File: src/rtl/sram_lane_pkg.sv
package sram_lane_pkg;

   typedef enum logic [2:0] {
      ST_IDLE = 3'd0,
      ST_TURN = 3'd1,
      ST_WSTB = 3'd2,
      ST_WHLD = 3'd3,
      ST_RSTB = 3'd4
   } seq_state_t;

   function automatic int cnt_width(input int a, input int b);
      int m;
      m = (a > b) ? a : b;
      return (m < 2) ? 1 : $clog2(m);
   endfunction

endpackage

File: src/rtl/sram_seq_fsm.sv
module sram_seq_fsm
   import sram_lane_pkg::*;
#(
   parameter int STROBE_CYC = 2,
   parameter int TURN_CYC   = 1
) (
   input  logic       clk,
   input  logic       rst_n,
   input  logic       req_valid,
   input  logic       req_we,
   input  logic       mask_zero,
   output logic       accept,
   output logic       capture,
   output logic       zero_read,
   output seq_state_t state
);

   localparam int CNT_W = cnt_width(STROBE_CYC, TURN_CYC);
   localparam logic [CNT_W-1:0] STB_LAST  = CNT_W'(STROBE_CYC - 1);
   localparam logic [CNT_W-1:0] TURN_LAST = (TURN_CYC > 0) ? CNT_W'(TURN_CYC - 1) : '0;

   seq_state_t       state_q;
   logic [CNT_W-1:0] cnt_q;
   logic             last_rd_q;
   logic             turn_need;

   generate
      if (TURN_CYC > 0) begin : g_turn
         assign turn_need = last_rd_q;
      end else begin : g_noturn
         assign turn_need = 1'b0;
      end
   endgenerate

   assign state     = state_q;
   assign accept    = req_valid && (state_q == ST_IDLE);
   assign capture   = (state_q == ST_RSTB) && (cnt_q == STB_LAST);
   assign zero_read = accept && mask_zero && !req_we;

   always_ff @(posedge clk or negedge rst_n) begin
      if (!rst_n) begin
         state_q   <= ST_IDLE;
         cnt_q     <= '0;
         last_rd_q <= 1'b0;
      end else begin
         case (state_q)
            ST_IDLE: begin
               cnt_q <= '0;
               if (accept && !mask_zero) begin
                  if (!req_we)        state_q <= ST_RSTB;
                  else if (turn_need) state_q <= ST_TURN;
                  else                state_q <= ST_WSTB;
               end
            end
            ST_TURN: begin
               if (cnt_q == TURN_LAST) begin
                  cnt_q   <= '0;
                  state_q <= ST_WSTB;
               end else begin
                  cnt_q <= cnt_q + 1'b1;
               end
            end
            ST_WSTB: begin
               last_rd_q <= 1'b0;
               if (cnt_q == STB_LAST) begin
                  cnt_q   <= '0;
                  state_q <= ST_WHLD;
               end else begin
                  cnt_q <= cnt_q + 1'b1;
               end
            end
            ST_WHLD: state_q <= ST_IDLE;
            ST_RSTB: begin
               if (cnt_q == STB_LAST) begin
                  cnt_q     <= '0;
                  last_rd_q <= 1'b1;
                  state_q   <= ST_IDLE;
               end else begin
                  cnt_q <= cnt_q + 1'b1;
               end
            end
            default: state_q <= ST_IDLE;
         endcase
      end
   end

endmodule

File: src/rtl/sram_lane_path.sv
module sram_lane_path #(
   parameter int LANE_W = 8
) (
   input  logic              clk,
   input  logic              rst_n,
   input  logic              load,
   input  logic              mask_in,
   input  logic [LANE_W-1:0] wdata_in,
   input  logic              strobe_on,
   input  logic              capture,
   input  logic              clear,
   input  logic [LANE_W-1:0] dq_in,
   output logic              lane_n,
   output logic [LANE_W-1:0] dq_out,
   output logic [LANE_W-1:0] rdata
);

   logic              mask_q;
   logic [LANE_W-1:0] wdata_q;
   logic [LANE_W-1:0] rdata_q;

   always_ff @(posedge clk or negedge rst_n) begin
      if (!rst_n) begin
         mask_q  <= 1'b0;
         wdata_q <= '0;
         rdata_q <= '0;
      end else begin
         if (load) begin
            mask_q  <= mask_in;
            wdata_q <= wdata_in;
         end
         if (clear)        rdata_q <= '0;
         else if (capture) rdata_q <= mask_q ? dq_in : '0;
      end
   end

   assign lane_n = !(strobe_on && mask_q);
   assign dq_out = wdata_q;
   assign rdata  = rdata_q;

endmodule

File: src/rtl/sram_lane_ctrl.sv
module sram_lane_ctrl
   import sram_lane_pkg::*;
#(
   parameter int ADDR_W     = 15,
   parameter int LANES      = 2,
   parameter int LANE_W     = 8,
   parameter int STROBE_CYC = 2,
   parameter int TURN_CYC   = 1
) (
   input  logic                     clk,
   input  logic                     rst_n,
   input  logic                     req_valid,
   output logic                     req_ready,
   input  logic                     req_we,
   input  logic [ADDR_W-1:0]        req_addr,
   input  logic [LANES-1:0]         req_be,
   input  logic [LANES*LANE_W-1:0]  req_wdata,
   output logic                     rsp_valid,
   output logic [LANES*LANE_W-1:0]  rsp_rdata,
   output logic                     mem_ce_n,
   output logic                     mem_we_n,
   output logic                     mem_oe_n,
   output logic [LANES-1:0]         mem_lane_n,
   output logic [ADDR_W-1:0]        mem_addr,
   output logic [LANES*LANE_W-1:0]  mem_dq_out,
   output logic                     mem_dq_oe,
   input  logic [LANES*LANE_W-1:0]  mem_dq_in
);

   generate
      if (STROBE_CYC < 1) begin : g_bad_strobe
         $error("STROBE_CYC must be at least 1");
      end
      if (TURN_CYC < 0) begin : g_bad_turn
         $error("TURN_CYC must not be negative");
      end
      if (LANES < 1 || LANE_W < 1 || ADDR_W < 1) begin : g_bad_width
         $error("widths must be positive");
      end
   endgenerate

   seq_state_t        state;
   logic              accept;
   logic              capture;
   logic              zero_read;
   logic              load;
   logic              strobe_on;
   logic              rsp_q;
   logic [ADDR_W-1:0] addr_q;

   sram_seq_fsm #(
      .STROBE_CYC(STROBE_CYC),
      .TURN_CYC  (TURN_CYC)
   ) u_fsm (
      .clk      (clk),
      .rst_n    (rst_n),
      .req_valid(req_valid),
      .req_we   (req_we),
      .mask_zero(req_be == '0),
      .accept   (accept),
      .capture  (capture),
      .zero_read(zero_read),
      .state    (state)
   );

   assign load      = accept && (req_be != '0);
   assign strobe_on = (state == ST_WSTB) || (state == ST_WHLD) || (state == ST_RSTB);

   genvar gl;
   generate
      for (gl = 0; gl < LANES; gl++) begin : g_lane
         sram_lane_path #(.LANE_W(LANE_W)) u_lane (
            .clk      (clk),
            .rst_n    (rst_n),
            .load     (load),
            .mask_in  (req_be[gl]),
            .wdata_in (req_wdata[gl*LANE_W +: LANE_W]),
            .strobe_on(strobe_on),
            .capture  (capture),
            .clear    (zero_read),
            .dq_in    (mem_dq_in[gl*LANE_W +: LANE_W]),
            .lane_n   (mem_lane_n[gl]),
            .dq_out   (mem_dq_out[gl*LANE_W +: LANE_W]),
            .rdata    (rsp_rdata[gl*LANE_W +: LANE_W])
         );
      end
   endgenerate

   always_ff @(posedge clk or negedge rst_n) begin
      if (!rst_n) begin
         addr_q <= '0;
         rsp_q  <= 1'b0;
      end else begin
         if (load) addr_q <= req_addr;
         rsp_q <= capture || zero_read;
      end
   end

   assign req_ready = (state == ST_IDLE);
   assign rsp_valid = rsp_q;
   assign mem_ce_n  = !strobe_on;
   assign mem_we_n  = (state != ST_WSTB);
   assign mem_oe_n  = (state != ST_RSTB);
   assign mem_dq_oe = (state == ST_WSTB) || (state == ST_WHLD);
   assign mem_addr  = addr_q;

endmodule

File: config.mk
export PLATFORM = sky130hd
export DESIGN_NAME = sram_lane_ctrl
export DESIGN_NICKNAME = d
export VERILOG_FILES = /design/src/rtl/sram_lane_pkg.sv /design/src/rtl/sram_seq_fsm.sv /design/src/rtl/sram_lane_path.sv /design/src/rtl/sram_lane_ctrl.sv
export SDC_FILE = /design/constraint.sdc
export NUM_CORES = 1
export LEC_CHECK = 0
export ABC_AREA = 1
export ABC_CLOCK_PERIOD_IN_PS = 3290
export BUFFER_PORTS_ARGS = -buffer_cell sky130_fd_sc_hd__buf_4
export CAP_MARGIN = 10
export CORE_ASPECT_RATIO = 0.8
export CORE_UTILIZATION = 47
export DETAILED_ROUTE_END_ITERATION = 8
export GPL_ROUTABILITY_DRIVEN = 1
export HOLD_SLACK_MARGIN = 0.08
export MAX_ROUTING_LAYER = met4
export PLACE_DENSITY_LB_ADDON = 0.08
export RECOVER_POWER = 25
export SETUP_SLACK_MARGIN = 0.5
export SLEW_MARGIN = 20
export SYNTH_ARGS = -nofsm -noshare
export SYNTH_HDL_FRONTEND = slang
export SYNTH_HIERARCHICAL = 1
export SYNTH_SLANG_ARGS = --single-unit
File: constraint.sdc
create_clock -name clk -period 3.29 [get_ports clk]
set_clock_uncertainty 0.05 [all_clocks]
set_input_delay 0.4935 -clock clk [delete_from_list [all_inputs] [get_ports clk]]
set_output_delay 0.4935 -clock clk [all_outputs]
set_load 0.01 [all_outputs]
== Yosys cells after proc, flatten, opt, wreduce, memory -nomap -nowiden ==
Cells that the tools add are included.

* Multiplexer cells: 18
* Shift-type cells: 0
* Equality and inequality tests: 10
* Divide/modulo/power cells: 0
* Multipliers: 0
* Reductions and logical operators: 25
* Add/subtract/negate cells: 1
* Order comparisons: 0
* Bitwise operators: 0

{| class="wikitable"
|+ Operator list
! cell !! number
|-
| 8-bit 2-to-1 mux || 6
|-
| 3-bit 2-to-1 mux || 5
|-
| 3-bit case mux with 4 select lines || 1
|-
| 1-bit logical AND || 8
|-
| 3-bit by 2-bit equality test with 1-bit output, second input constant || 2
|-
| 2-bit by 1-bit inequality test with 1-bit output, second input constant || 3
|-
| 2-bit nonzero test || 3
|-
| 1-bit zero test || 5
|-
| 4-bit AND reduction || 1
|-
| 3-bit by 1-bit equality test with 1-bit output, second input constant || 1
|-
| 3-bit equality test, second input constant || 1
|-
| 3-bit zero test || 1
|-
| 1-bit logical OR || 3
|-
| 1-bit 2-to-1 mux || 3
|-
| 3-bit by 2-bit inequality test with 1-bit output, second input constant || 1
|-
| 3-bit inequality test, second input constant || 1
|-
| 1-bit case mux with 3 select lines || 1
|-
| 3-bit nonzero test || 1
|-
| 2-bit zero test || 1
|-
| 2-bit 2-to-1 mux || 1
|-
| 2-bit inequality test, second input constant || 1
|-
| 1-bit case mux with 2 select lines || 1
|-
| 2-bit AND reduction || 1
|-
| 2-bit OR reduction || 1
|-
| 1-bit adder, second input constant || 1
|}

* Bits in latches: 0
* Input port bits: 53
* Memories kept: 0
* Memory bits (read-only): 0
* Memory bits (writable): 0
* Register bits: 55

== Longest topological paths before layout ==
* Depth in word-level cells: 5
* Gate-level depth with buffers: 11

== Cells and area by module ==
Netlist, hierarchy kept.

{| class="wikitable"
|+ Modules (own cells, without submodules)
! module !! instances !! sequential area each (um^2) !! cells an instance !! area each (um^2)
|-
| sram_lane_path || 2 || 425.4 || 75 || 735.7
|-
| sram_lane_ctrl || 1 || 400.4 || 83 || 748.2
|-
| sram_seq_fsm || 1 || 125.1 || 50 || 314.1
|}

== Least setup slack after synthesis ==
Ideal clock, no wire load.

* Kind: input-to-reg
* Start: input port req_be[0]
* End: register g_lane[0].u_lane.rdata_q[0]
* Arrival time: 2.684 ns
* Path slack: 0.436 ns
* Cell stages on the path: 9
* Library setup time: 0.120 ns
* Data required time: 3.120 ns
* Path through: inv_2 > nand2_8 > buf_4 > inv_1 > inv_1 > nor4_1 > inv_2 > nand4_1 > nand2_1

* Longest elaborated chain between the ends: 4
* Elaborated cells between the ends (all ways): 5

{| class="wikitable"
|+ RTL lines
! element !! RTL line !! source
|-
| start: declaration || sram_lane_ctrl.sv:16 || <nowiki>input logic [LANES-1:0] req_be,</nowiki>
|-
| 2-bit zero test (*) || sram_lane_ctrl.sv:59 || <nowiki>.mask_zero(req_be == '0),</nowiki>
|-
| 1-bit logical AND (*) (2 in series) || sram_seq_fsm.sv:38 || <nowiki>assign zero_read = accept && mask_zero && !req_we;</nowiki>
|-
| net zero_read || sram_lane_ctrl.sv:45 || <nowiki>logic zero_read;</nowiki>
|-
| 8-bit 2-to-1 mux or 2-bit nonzero test (tied branches) || n/a ||
|-
| end signal: assignment || sram_lane_path.sv:33 || <nowiki>else if (capture) rdata_q <= mask_q ? dq_in : '0;</nowiki>
|-
| end: declaration || sram_lane_path.sv:20 || <nowiki>logic [LANE_W-1:0] rdata_q;</nowiki>
|}

Mark *: on every way through the listed nets, which the timed path passes. The rest lies on a longest branch.
A chain may end at the register's enable or synchronous reset.

== Worst setup path after layout ==
* Start: register u_fsm.state_q[1] (netlist: u_fsm/state[1])
* End: register g_lane[0].u_lane.wdata_q[4]

* Longest elaborated chain between the ends: 3

{| class="wikitable"
|+ RTL lines
! element !! RTL line !! source
|-
| start: declaration || sram_seq_fsm.sv:22 || <nowiki>seq_state_t state_q;</nowiki>
|-
| start signal: assignment || sram_seq_fsm.sv:42 || <nowiki>state_q <= ST_IDLE;</nowiki>
|-
| start signal: assignment || sram_seq_fsm.sv:50 || <nowiki>if (!req_we) state_q <= ST_RSTB;</nowiki>
|-
| start signal: assignment || sram_seq_fsm.sv:51 || <nowiki>else if (turn_need) state_q <= ST_TURN;</nowiki>
|-
| 3-bit zero test || sram_seq_fsm.sv:36 || <nowiki>assign accept = req_valid && (state_q == ST_IDLE);</nowiki>
|-
| 1-bit logical AND || sram_seq_fsm.sv:36 ||
|-
| net accept || sram_lane_ctrl.sv:43 || <nowiki>logic accept;</nowiki>
|-
| 1-bit logical AND || sram_lane_ctrl.sv:66 || <nowiki>assign load = accept && (req_be != '0);</nowiki>
|-
| net load || sram_lane_ctrl.sv:46 || <nowiki>logic load;</nowiki>
|-
| end signal: assignment || sram_lane_path.sv:30 || <nowiki>wdata_q <= wdata_in;</nowiki>
|-
| end: declaration || sram_lane_path.sv:19 || <nowiki>logic [LANE_W-1:0] wdata_q;</nowiki>
|}

The timed path passes the listed nets, and every way through them passes these cells.

==> impl_metrics.env <==
export IMPL_netlist_instances=283
export IMPL_core_area_um2=5090
export IMPL_grt_busiest_layer="met2"
export IMPL_synth_distinct_cells=20
export IMPL_area_delta_synth_final_pct=35.1
export IMPL_vias_per_cell=4.87
export IMPL_path_max_fanout=36
export IMPL_io_buffers=107
export IMPL_place_hpwl_um=4070
export IMPL_worstReg2RegStart="u_fsm/state[1]"
export IMPL_reg2reg_depth=8
export IMPL_slew_headroom_pct=11.3
export IMPL_ir_worst_vdd_mv=0.367
export IMPL_grtUsageTotal_pct=20.4
export IMPL_ctsResizeCount=0
export IMPL_synth_seq_cells=55
export IMPL_ys_warn_count=6
export IMPL_period_share_pct=62.7
export IMPL_wl_per_cell_um=12.2
export IMPL_final_max_slew_viol_count=0
export IMPL_cts_made_buffers=5
export IMPL_num_vias=2195
export IMPL_die_h_um=67.7
export IMPL_grt_max_degree=56
export IMPL_diodes=0
export IMPL_outcome="complete, but fails checks"
export IMPL_cp_data_arrival_time_ns=2.19
export IMPL_fin_crit_ns=2.06
export IMPL_rsz0062_at_grt="false"
export IMPL_gp_congestion=0.858
export IMPL_setup_tns_ns=0
export IMPL_reg2reg_to="g_lane[0].u_lane/dq_out[4]"
export IMPL_start_kind="flip-flop"
export IMPL_hold_class="in2reg"
export IMPL_grt_pass1_vias=1892
export IMPL_dpl_cell_count=443
export IMPL_row_count=23
export IMPL_cts_root_buffer="clkbuf_8"
export IMPL_htree_levels=2
export IMPL_grt_use_met3_pct=4.40
export IMPL_grt_util_met2_pct=30.5
export IMPL_hold_buffers=0
export IMPL_cp_common_cell="buf_4"
export IMPL_start_util_pct=49.7
export IMPL_drt_initial_drc_count=136
export IMPL_critPathRequiredTime_ns=3.42
export IMPL_clk_latency_ns=0.31
export IMPL_drc=16
export IMPL_setup_viol=0
export IMPL_end_kind="flip-flop"
export IMPL_cp_cell_sequence="nor2_2 > nand2_1 > nor2_1 > buf_4 > nand2_8 > inv_1 > buf_4 > o21ai_0"
export IMPL_critical_path_top_delay_family="buffers and inverters"
export IMPL_whs_path_depth=3
export IMPL_placed_cell_area_um2=3310
export IMPL_die_area_um2=5690
export IMPL_critPathBufInv=3
export IMPL_holdPathEnd="g_lane[0].u_lane/dq_out[1]"
export IMPL_reg2reg_slack_ns=1.23
export IMPL_worst_pin_slew_ns=1.33
export IMPL_powerDensity_nw_per_um2=882
export IMPL_clock_sinks=55
export IMPL_finalWirelength_um=5510
export IMPL_maxCapViolCount=0
export IMPL_antenna_found_initial=0
export IMPL_dr_pass1_iters=6
export IMPL_cpPeakStageDelay_ns=0.47
export IMPL_ys_seq_area_share_pct=54.3
export IMPL_whs_ns=0.337
export IMPL_final_cell_mix="buf_4, nand2_1, dfrtp_1"
export IMPL_synthesis_nets=336
export IMPL_hold_violations=0
export IMPL_syn_avg_cell_area_um2=8.95
export IMPL_path_class="reg2reg"
export IMPL_fin_area_um2=3420
export IMPL_slowest_stage="dfrtp_1"
export IMPL_layout_nets=441
export IMPL_num_io_pins=108
export IMPL_grt_pass1_wl_um=8700
export IMPL_met1_usage_pct=27.3
export IMPL_violations="DRC"
export IMPL_cts_buffer_depth=2
export IMPL_gr_total_overflow=0
export IMPL_instances_no_fill=451
export IMPL_hp_start="req_wdata[1]"
export IMPL_fmax_mhz=484
export IMPL_post_cts_buffers=0
export IMPL_drive_gt1_share_pct=36.2
export IMPL_fill_cells=437
export IMPL_layout_commonest_cell="buf_4"
export IMPL_detail_route_antenna_nets=0
export IMPL_synth_area_um2=2530
export IMPL_cts_reportedPaths_clkPinSlew_ns=0.10
export IMPL_die_w_um=84.1
export IMPL_p_leak_nw=1.93
export IMPL_tritoncts="built"
[state kept, by name, summed over array words and instances (netlist names)]
name                  count
g_lane.u_lane/rdata      16
u_fsm/last_rd_q           1
rsp_valid                 1
u_fsm/cnt_q               1
mem_addr                 15
g_lane.u_lane/dq_out     16
u_fsm/state               3
g_lane.u_lane/mask_q      2
[cells by family (layout without fill, tap and decap cells)]
group | count (synthesis) | after routing | share of synthesized area [%]
AOI/OAI and AO/OA | 20 | 20 | 5.14
DFF | 55 | 55 | 54.3
buffers and inverters | 48 | 154 | 10.7
and+or+nand+nor | 160 | 160 | 29.8
[worst reg2reg max path, cell delays in order, from the launching register on]
cell	delay [ns]
dfrtp_1	0.47
nor2_2	0.24
nand2_1	0.14
nor2_1	0.11
buf_4	0.24
nand2_8	0.13
inv_1	0.07
buf_4	0.33
o21ai_0	0.17
[worst max path at each step]
stage                         from                          to  slack, ns  cells after the start
floorplan                req_be[0]   g_lane[0].u_lane/rdata[0]       1.02                      9
global placement    u_fsm/state[1]  g_lane[1].u_lane/dq_out[4]       1.32                      8
detailed placement  u_fsm/state[1]  g_lane[1].u_lane/dq_out[7]       1.22                      8
CTS                 u_fsm/state[1]  g_lane[1].u_lane/dq_out[7]       1.21                      8
global route        u_fsm/state[1]  g_lane[0].u_lane/dq_out[4]       0.99                      8
finish              u_fsm/state[1]  g_lane[0].u_lane/dq_out[4]       1.23                      8
[routing by layer]
metal / vias to the layer above / share of wire, %
met3: 11 / 6.3
met5: - / 0
li1: 1105 / -
met2: 77 / 45
met1: 1002 / 46
met4: 0 / 1.9
[synth_stat cells (all sizes together)]
master,count,area share [%]
nor4,1,0.25
dfrtp,55,54
or2,1,0.25
nand2,106,17
buf,12,5.4
o21ai,20,5.1
nand4,17,4.2
nand3,23,4.5
inv,36,5.3
nor2,11,3.1
nor3,1,0.20
[report_power, final]
group	internal, mW	total (mW)	switching [mW]	leakage [nW]
clock	0.247	0.462	0.216	0.0612
combinational	0.651	1.34	0.693	1.17
sequential	0.983	1.21	0.230	0.705
[area by class of cell]
type | count | area (um^2) | share of cell area, %
inverters | 36 | 135 | 3.95
multi-input cells | 180 | 892 | 26.1
flip-flops and latches | 55 | 1380 | 40.2
well taps | 62 | 77.6 | 2.27
clock inverters | 2 | 35.0 | 1.02
clock buffers | 6 | 82.6 | 2.41
repair buffers | 110 | 823 | 24.1
[stage by stage]
step / power, mW / utilization [%] / setup WS (ns)
finish: 3.02 / 67.2 / 1.23
global route: 3.26 / 67.2 / 0.993
CTS: 3.05 / 67.2 / 1.21
detailed placement: 2.58 / 64.9 / 1.22
global placement: 2.55 / 64.9 / 1.32
floorplan: 1.96 / - / 1.02
Note: power is estimated with default switching activity, not from simulation.
